[config.mk]
export PLATFORM = sky130hd
export DESIGN_NAME = linkproc_ctl
export DESIGN_NICKNAME = d
export VERILOG_FILES = /design/src/rtl/lpc_pkg.sv /design/src/rtl/lpc_decode.sv /design/src/rtl/lpc_slot_map.sv /design/src/rtl/lpc_timeout.sv /design/src/rtl/linkproc_ctl.sv
export SDC_FILE = /design/constraint.sdc
export NUM_CORES = 1
export LEC_CHECK = 0
export CAP_MARGIN = 25
export CORE_MARGIN = 5
export CORE_UTILIZATION = 47
export CTS_CLUSTER_SIZE = 16
export DETAILED_ROUTE_END_ITERATION = 7
export GPL_ROUTABILITY_DRIVEN = 0
export PLACE_DENSITY = 0.78
export SYNTH_ARGS = -nofsm -noshare
export SYNTH_HDL_FRONTEND = slang
export SYNTH_HIERARCHICAL = 1
export SYNTH_SLANG_ARGS = --single-unit
[constraint.sdc]
create_clock -name clk_i -period 4.7 [get_ports clk_i]
set_clock_uncertainty 0.2 [all_clocks]
set_input_delay 0.705 -clock clk_i [delete_from_list [all_inputs] [get_ports clk_i]]
set_output_delay 0.705 -clock clk_i [all_outputs]
set_load 0.1 [all_outputs]
[src/rtl/lpc_pkg.sv]
package lpc_pkg;
  localparam logic [31:0] ST_BUSY  = 32'h8000_0000;
  localparam logic [31:0] ST_DONE  = 32'h4000_0000;
  localparam logic [31:0] ST_ADV   = 32'h2000_0000;
  localparam logic [31:0] VIS_MASK = 32'hC000_000F;

  localparam logic [3:0] CODE_FAIL  = 4'd2;
  localparam logic [3:0] CODE_ABORT = 4'd3;
  localparam logic [3:0] CODE_UNSUP = 4'd4;

  typedef enum logic [1:0] {OUT_BUSY = 2'd0, OUT_NEXT = 2'd1, OUT_DONE = 2'd2} outcome_e;
  typedef enum logic [1:0] {SLOT_EMPTY, SLOT_ABORT, SLOT_NOP, SLOT_ENGINE} slot_e;
  typedef enum logic [2:0] {ACC_BAD, ACC_WR_STAT, ACC_WR_NUM, ACC_RD_STAT, ACC_RD_NUM} acc_e;
  typedef enum logic {S_IDLE, S_EVAL} state_e;
endpackage

[src/rtl/lpc_decode.sv]
module lpc_decode
  import lpc_pkg::*;
#(
  parameter int unsigned OFF_W = 8
) (
  input  logic             write_i,
  input  logic [OFF_W-1:0] offset_i,
  input  logic [2:0]       size_i,
  output acc_e             acc_o
);
  always_comb begin
    acc_o = ACC_BAD;
    if (size_i == 3'd4) begin
      if (offset_i == OFF_W'(0))      acc_o = write_i ? ACC_WR_STAT : ACC_RD_STAT;
      else if (offset_i == OFF_W'(4)) acc_o = write_i ? ACC_WR_NUM  : ACC_RD_NUM;
    end
  end
endmodule

[src/rtl/lpc_slot_map.sv]
module lpc_slot_map
  import lpc_pkg::*;
#(
  parameter int unsigned NUM_SLOTS = 13,
  parameter int unsigned ENG_FIRST = 4,
  parameter int unsigned ENG_LAST  = 10,
  parameter int unsigned IDX_W     = 4
) (
  input  logic [31:0] num_i,
  output slot_e       kind_o
);
  localparam int unsigned TAB_N = 1 << IDX_W;

  slot_e kind_tab [TAB_N];

  for (genvar g = 0; g < TAB_N; g++) begin : g_slot
    if (g >= NUM_SLOTS || (g >= 2 && g < ENG_FIRST)) begin : g_empty
      assign kind_tab[g] = SLOT_EMPTY;
    end else if (g == 0) begin : g_abort
      assign kind_tab[g] = SLOT_ABORT;
    end else if (g >= ENG_FIRST && g <= ENG_LAST) begin : g_eng
      assign kind_tab[g] = SLOT_ENGINE;
    end else begin : g_nop
      assign kind_tab[g] = SLOT_NOP;
    end
  end

  assign kind_o = (num_i < NUM_SLOTS) ? kind_tab[num_i[IDX_W-1:0]] : SLOT_EMPTY;
endmodule

[src/rtl/lpc_timeout.sv]
module lpc_timeout #(
  parameter int unsigned      TB_W  = 64,
  parameter logic [TB_W-1:0]  LIMIT = '0
) (
  input  logic [TB_W-1:0] now_i,
  input  logic [TB_W-1:0] start_i,
  output logic            expired_o
);
  logic [TB_W-1:0] elapsed;

  // modular difference survives timebase wrap
  assign elapsed   = now_i - start_i;
  assign expired_o = elapsed > LIMIT;
endmodule

[src/rtl/linkproc_ctl.sv]
module linkproc_ctl
  import lpc_pkg::*;
#(
  parameter int unsigned     OFF_W         = 8,
  parameter int unsigned     TB_W          = 64,
  parameter int unsigned     STEP_W        = 4,
  parameter int unsigned     NUM_SLOTS     = 13,
  parameter int unsigned     ENG_FIRST     = 4,
  parameter int unsigned     ENG_LAST      = 10,
  parameter logic [TB_W-1:0] TIMEOUT_TICKS = TB_W'(51_200_000),
  localparam int unsigned    IDX_W         = $clog2(NUM_SLOTS)
) (
  input  logic              clk_i,
  input  logic              rst_ni,
  input  logic              req_valid_i,
  input  logic              req_write_i,
  input  logic [OFF_W-1:0]  req_offset_i,
  input  logic [2:0]        req_size_i,
  input  logic [31:0]       req_wdata_i,
  output logic              rsp_valid_o,
  output logic              rsp_error_o,
  output logic [31:0]       rsp_rdata_o,
  input  logic [TB_W-1:0]   timebase_i,
  output logic              eng_req_o,
  output logic [IDX_W-1:0]  eng_proc_o,
  output logic [STEP_W-1:0] eng_step_o,
  output logic [31:0]       eng_scratch_o,
  input  logic              eng_ack_i,
  input  logic [1:0]        eng_result_i,
  input  logic [3:0]        eng_code_i,
  input  logic              eng_scratch_we_i,
  input  logic [31:0]       eng_scratch_i
);
  state_e            state_q;
  logic [31:0]       status_q, scratch_q, rsp_data_q;
  logic [IDX_W-1:0]  num_q;
  logic [STEP_W-1:0] step_q;
  logic [TB_W-1:0]   start_q;
  logic              rsp_valid_q, rsp_err_q;

  acc_e        acc;
  slot_e       wr_kind, cur_kind;
  logic        expired;
  logic [31:0] builtin_st, eval_st;

  lpc_decode #(.OFF_W(OFF_W)) u_decode (
    .write_i (req_write_i),
    .offset_i(req_offset_i),
    .size_i  (req_size_i),
    .acc_o   (acc)
  );

  lpc_slot_map #(
    .NUM_SLOTS(NUM_SLOTS), .ENG_FIRST(ENG_FIRST), .ENG_LAST(ENG_LAST), .IDX_W(IDX_W)
  ) u_wr_map (
    .num_i (req_wdata_i),
    .kind_o(wr_kind)
  );

  lpc_slot_map #(
    .NUM_SLOTS(NUM_SLOTS), .ENG_FIRST(ENG_FIRST), .ENG_LAST(ENG_LAST), .IDX_W(IDX_W)
  ) u_cur_map (
    .num_i ({{(32-IDX_W){1'b0}}, num_q}),
    .kind_o(cur_kind)
  );

  lpc_timeout #(.TB_W(TB_W), .LIMIT(TIMEOUT_TICKS)) u_timeout (
    .now_i    (timebase_i),
    .start_i  (start_q),
    .expired_o(expired)
  );

  always_comb begin
    builtin_st = (cur_kind == SLOT_ABORT) ? (ST_DONE | {28'b0, CODE_ABORT}) : ST_DONE;
    case (eng_result_i)
      OUT_NEXT: eval_st = ST_ADV;
      OUT_DONE: eval_st = ST_DONE | {28'b0, eng_code_i};
      default:  eval_st = expired ? (ST_DONE | {28'b0, CODE_FAIL}) : ST_BUSY;
    endcase
  end

  always_ff @(posedge clk_i or negedge rst_ni) begin
    if (!rst_ni) begin
      state_q     <= S_IDLE;
      status_q    <= '0;
      num_q       <= '0;
      step_q      <= '0;
      scratch_q   <= '0;
      start_q     <= '0;
      rsp_valid_q <= 1'b0;
      rsp_err_q   <= 1'b0;
      rsp_data_q  <= '0;
    end else begin
      rsp_valid_q <= 1'b0;
      if (state_q == S_IDLE && req_valid_i) begin
        rsp_valid_q <= 1'b1;
        rsp_err_q   <= 1'b0;
        rsp_data_q  <= '0;
        case (acc)
          ACC_BAD: rsp_err_q <= 1'b1;
          ACC_WR_NUM: begin
            if (wr_kind == SLOT_EMPTY) begin
              status_q <= ST_DONE | {28'b0, CODE_UNSUP};
            end else begin
              status_q  <= ST_BUSY;
              num_q     <= req_wdata_i[IDX_W-1:0];
              step_q    <= '0;
              scratch_q <= '0;
              start_q   <= timebase_i;
            end
          end
          ACC_RD_NUM: rsp_data_q <= {{(32-IDX_W){1'b0}}, num_q};
          ACC_RD_STAT: begin
            if (status_q[30]) begin
              rsp_data_q <= status_q;
            end else if (cur_kind == SLOT_ENGINE) begin
              rsp_valid_q <= 1'b0;
              state_q     <= S_EVAL;
            end else begin
              status_q   <= builtin_st;
              rsp_data_q <= builtin_st;
            end
          end
          default: ;
        endcase
      end else if (state_q == S_EVAL && eng_ack_i) begin
        if (eng_scratch_we_i) scratch_q <= eng_scratch_i;
        if (eval_st[29]) begin
          step_q <= step_q + 1'b1;
        end else begin
          status_q    <= eval_st & VIS_MASK;
          rsp_data_q  <= eval_st & VIS_MASK;
          rsp_err_q   <= 1'b0;
          rsp_valid_q <= 1'b1;
          state_q     <= S_IDLE;
        end
      end
    end
  end

  assign rsp_valid_o   = rsp_valid_q;
  assign rsp_error_o   = rsp_err_q;
  assign rsp_rdata_o   = rsp_data_q;
  assign eng_req_o     = (state_q == S_EVAL);
  assign eng_proc_o    = num_q;
  assign eng_step_o    = step_q;
  assign eng_scratch_o = scratch_q;
endmodule

==> results_dict.tcl <==
set metrics [dict create \
    status "complete, but fails checks" \
    violations "negative setup slack" \
    start_util_pct 47.6 \
    final-seq-area_um2 3000 \
    finalCriticalPeriod_ps 5190 \
    min_period_over_period_pct 110 \
    viasPerCell 5.91 \
    dieArea_um2 24300 \
    arrival_ps 5280 \
    slew_headroom_pct 28.2 \
    crit_path_end_kind "flip-flop" \
    startpoint_type "input pin" \
    worstReg2RegStart "start_q[0]$_DFFE_PN0P_" \
    rsz0062_at_grt "true" \
    die_h_um 156 \
    hold_violations 0 \
    grt_overflow_total 0 \
    drive_gt1_share_pct 31.3 \
    synthTopCellsByCount "nand2_1, dfrtp_1, o21ai_0" \
    cts_tree "built" \
    clockBufferDepth 2 \
    cts.sinks 120 \
    async_flop_share_pct 100 \
    grt_pass1_wl_um 57600 \
    areaGrowthSynthToFinish_pct 60.5 \
    core_area_um2 21000 \
    yosys_warnings 6 \
    drc 0 \
    grt_util_all_layers_pct 29.2 \
    r2r-end "status_q[30]$_DFFE_PN0P_" \
    first_pass_iters 6 \
    dp_slack_ps -1130 \
    final_core_util_pct 76.4 \
    nFillCells 1306 \
    avgSynthCellArea_um2 8.44 \
    layout.nets 1893 \
    io_pins 226 \
    min_path_type "input pin to asynchronous set/reset pin" \
    worstSetupPathType "input pin to flip-flop" \
    antenna_found_initial 1 \
    crit_start "timebase_i[44]" \
    die_width_um 156 \
    cts_root_buf "clkbuf_16" \
    drv_cap 0 \
    synth_cell_types 94 \
    max_freq_mhz 193 \
    syn_inst 1185 \
    reg2regPathDepth 17 \
    multi_input_area_um2 7280 \
    rrSetupSlack_ps -350 \
    cp_max_fo 5 \
    yosysTopAreaCell "dfrtp_1" \
    peakVddDrop_mv 0.228 \
    finish.instance_area_um2 16100 \
    p_leak_uw 0.00691 \
    wl_per_cell_um 19.6 \
    port_buffers 225 \
    path_clk_slew_ps 60 \
    grt_max_degree 45 \
    routed_wirelength_um 38600 \
    setup_ws_ps -487 \
    numCtsBuffers 17 \
    synth_edf_count 0 \
    synth_top_area_share_pct 30.0 \
    pwr_density_cell_nw_per_um2 204 \
    setup_violations 6 \
    synthTopCellsByArea "dfrtp_1, ha_1, nand2_1" \
    vias 11613 \
    drt_first_iter_violations 1317 \
    place.detailed.hpwl_um 26400 \
    grt_pass1_vias 11363 \
    maxSlewViolCount 0 \
    clk_latency_ps 430 \
    ys_seq_area_share_pct 30.0 \
    synthFlopType "dfrtp_1" \
    dp.cells 1911 \
    yosysMostFrequentCell "nand2_1" \
    h-tree-depth 4 \
    fin_cells 1964 \
    synth_seq_cells 120 \
    placementRows 53 \
    synthesis.area_um2 10000 \
    place_area_um2 14400 \
    tightest_slew_ps 1070 \
    required_ps 4790 \
    holdWs_ps 60.6 \
    critical_path.endpoint "status_q[30]$_DFFE_PN0P_" \
    final_antenna_net_count 0 \
]
[cell type report]
cell class	instances	area share, %
inverter	87	2.11
sequential	120	18.7
clock inverter	15	0.974
antenna	1	0.0156
multi-input combinational	927	45.3
clock buffer	17	2.65
timing repair buffer	522	28.1
tap	275	2.14
[through the flow]
step	power [uW]	TNS, ps
4_1_cts	3220	-716
2_1_floorplan	1410	-265
6_report	3280	-2370
5_1_grt	3390	-2960
3_3_place_gp	1830	-5620
3_5_place_dp	1850	-6290
[how the worst min path moves through the flow]
stage | from | depth (start not counted) | end | slack, ps
2_1_floorplan | rst_ni | 0 | eng_proc_o[0]$_DFFE_PN0P_ | 210
3_3_place_gp | rsp_error_o$_DFFE_PN0P_ | 2 | rsp_error_o$_DFFE_PN0P_ | 260
3_5_place_dp | rsp_error_o$_DFFE_PN0P_ | 2 | rsp_error_o$_DFFE_PN0P_ | 270
4_1_cts | rst_ni | 1 | status_q[2]$_DFFE_PN0P_ | 70
5_1_grt | rst_ni | 1 | status_q[2]$_DFFE_PN0P_ | 90
6_report | rst_ni | 1 | status_q[2]$_DFFE_PN0P_ | 60
[cell families after synthesis]
group           count (synthesis)  share of synthesized area, %
buf+inv                       165                          8.12
fa+ha+maj                      69                          8.68
simple gates                  398                          20.0
flops                         120                          30.0
xor+xnor                       39                          3.41
mux                            80                          8.93
other cells                     1                        0.0375
compound gates                313                          20.8
[cell usage in the layout (no fill, tap or decap), drive strengths merged, types with 7 or more instances in the layout]
cell type / count
dlygate4sd2: 27
xnor2: 14
buf: 299
dfrtp: 120
nand2b: 14
o211ai: 9
o21a: 18
clkbuf: 21
o21ai: 91
a21o: 13
clkdlybuf4s50: 183
xor2: 25
nand3: 33
a21oi: 82
inv: 96
nand4: 28
nor3: 16
and2: 10
nor2: 61
conb: 28
nor4: 28
nor2b: 8
a31oi: 11
o31ai: 7
mux2: 74
or4: 7
ha: 66
o2111ai: 10
nand2: 161
o21bai: 7
and3: 11
[worst max-delay path, cell delays in order]
cell and delay, ps:
clkdlybuf4s50_1 430, ha_1 320, buf_4 150, nand2_1 80, buf_4 160, o21a_1 210
a311oi_1 310, o21ai_0 170, a31oi_1 290, o2111ai_1 180, nor4_2 240, nand4_1 160
nand4b_1 230, or4_4 500, or4_4 580, mux2i_1 160, nor2_1 80, a41oi_2 210
a31oi_1 100
[state kept, by name (all words and copies together), names as in the netlist]
register,flops
rsp_rdata_o,7
status_q,6
eng_step_o,4
rsp_valid_o,1
rsp_error_o,1
eng_req_o,1
start_q,64
eng_proc_o,4
eng_scratch_o,32
[layer usage]
layer  share of wire, %  vias up  GRT usage (%)
met5                  0        -              0
met4                5.2        0           12.0
met3                8.4      197           6.91
met2                 49      689           50.7
met1                 38     5507           34.6
li1                   -     5220              -
[what timing repair did]
action / 4_1_cts / 5_1_grt
hold buffers: 0 / 0
gates resized for setup: 156 / 49
pin swaps: 63 / 42
endpoints found under the setup margin: 6 / 6
setup buffers: 11 / 9
[report_power, final]
| part | switching [uW] | total (uW) | internal [uW] |
|---|---|---|---|
| sequential | 2.95 | 1040 | 1040 |
| clock | 599 | 1310 | 709 |
| combinational | 468 | 929 | 460 |
| total | 1070 | 3280 | 2210 |
No activity file was read; power rests on OpenSTA's default activity.
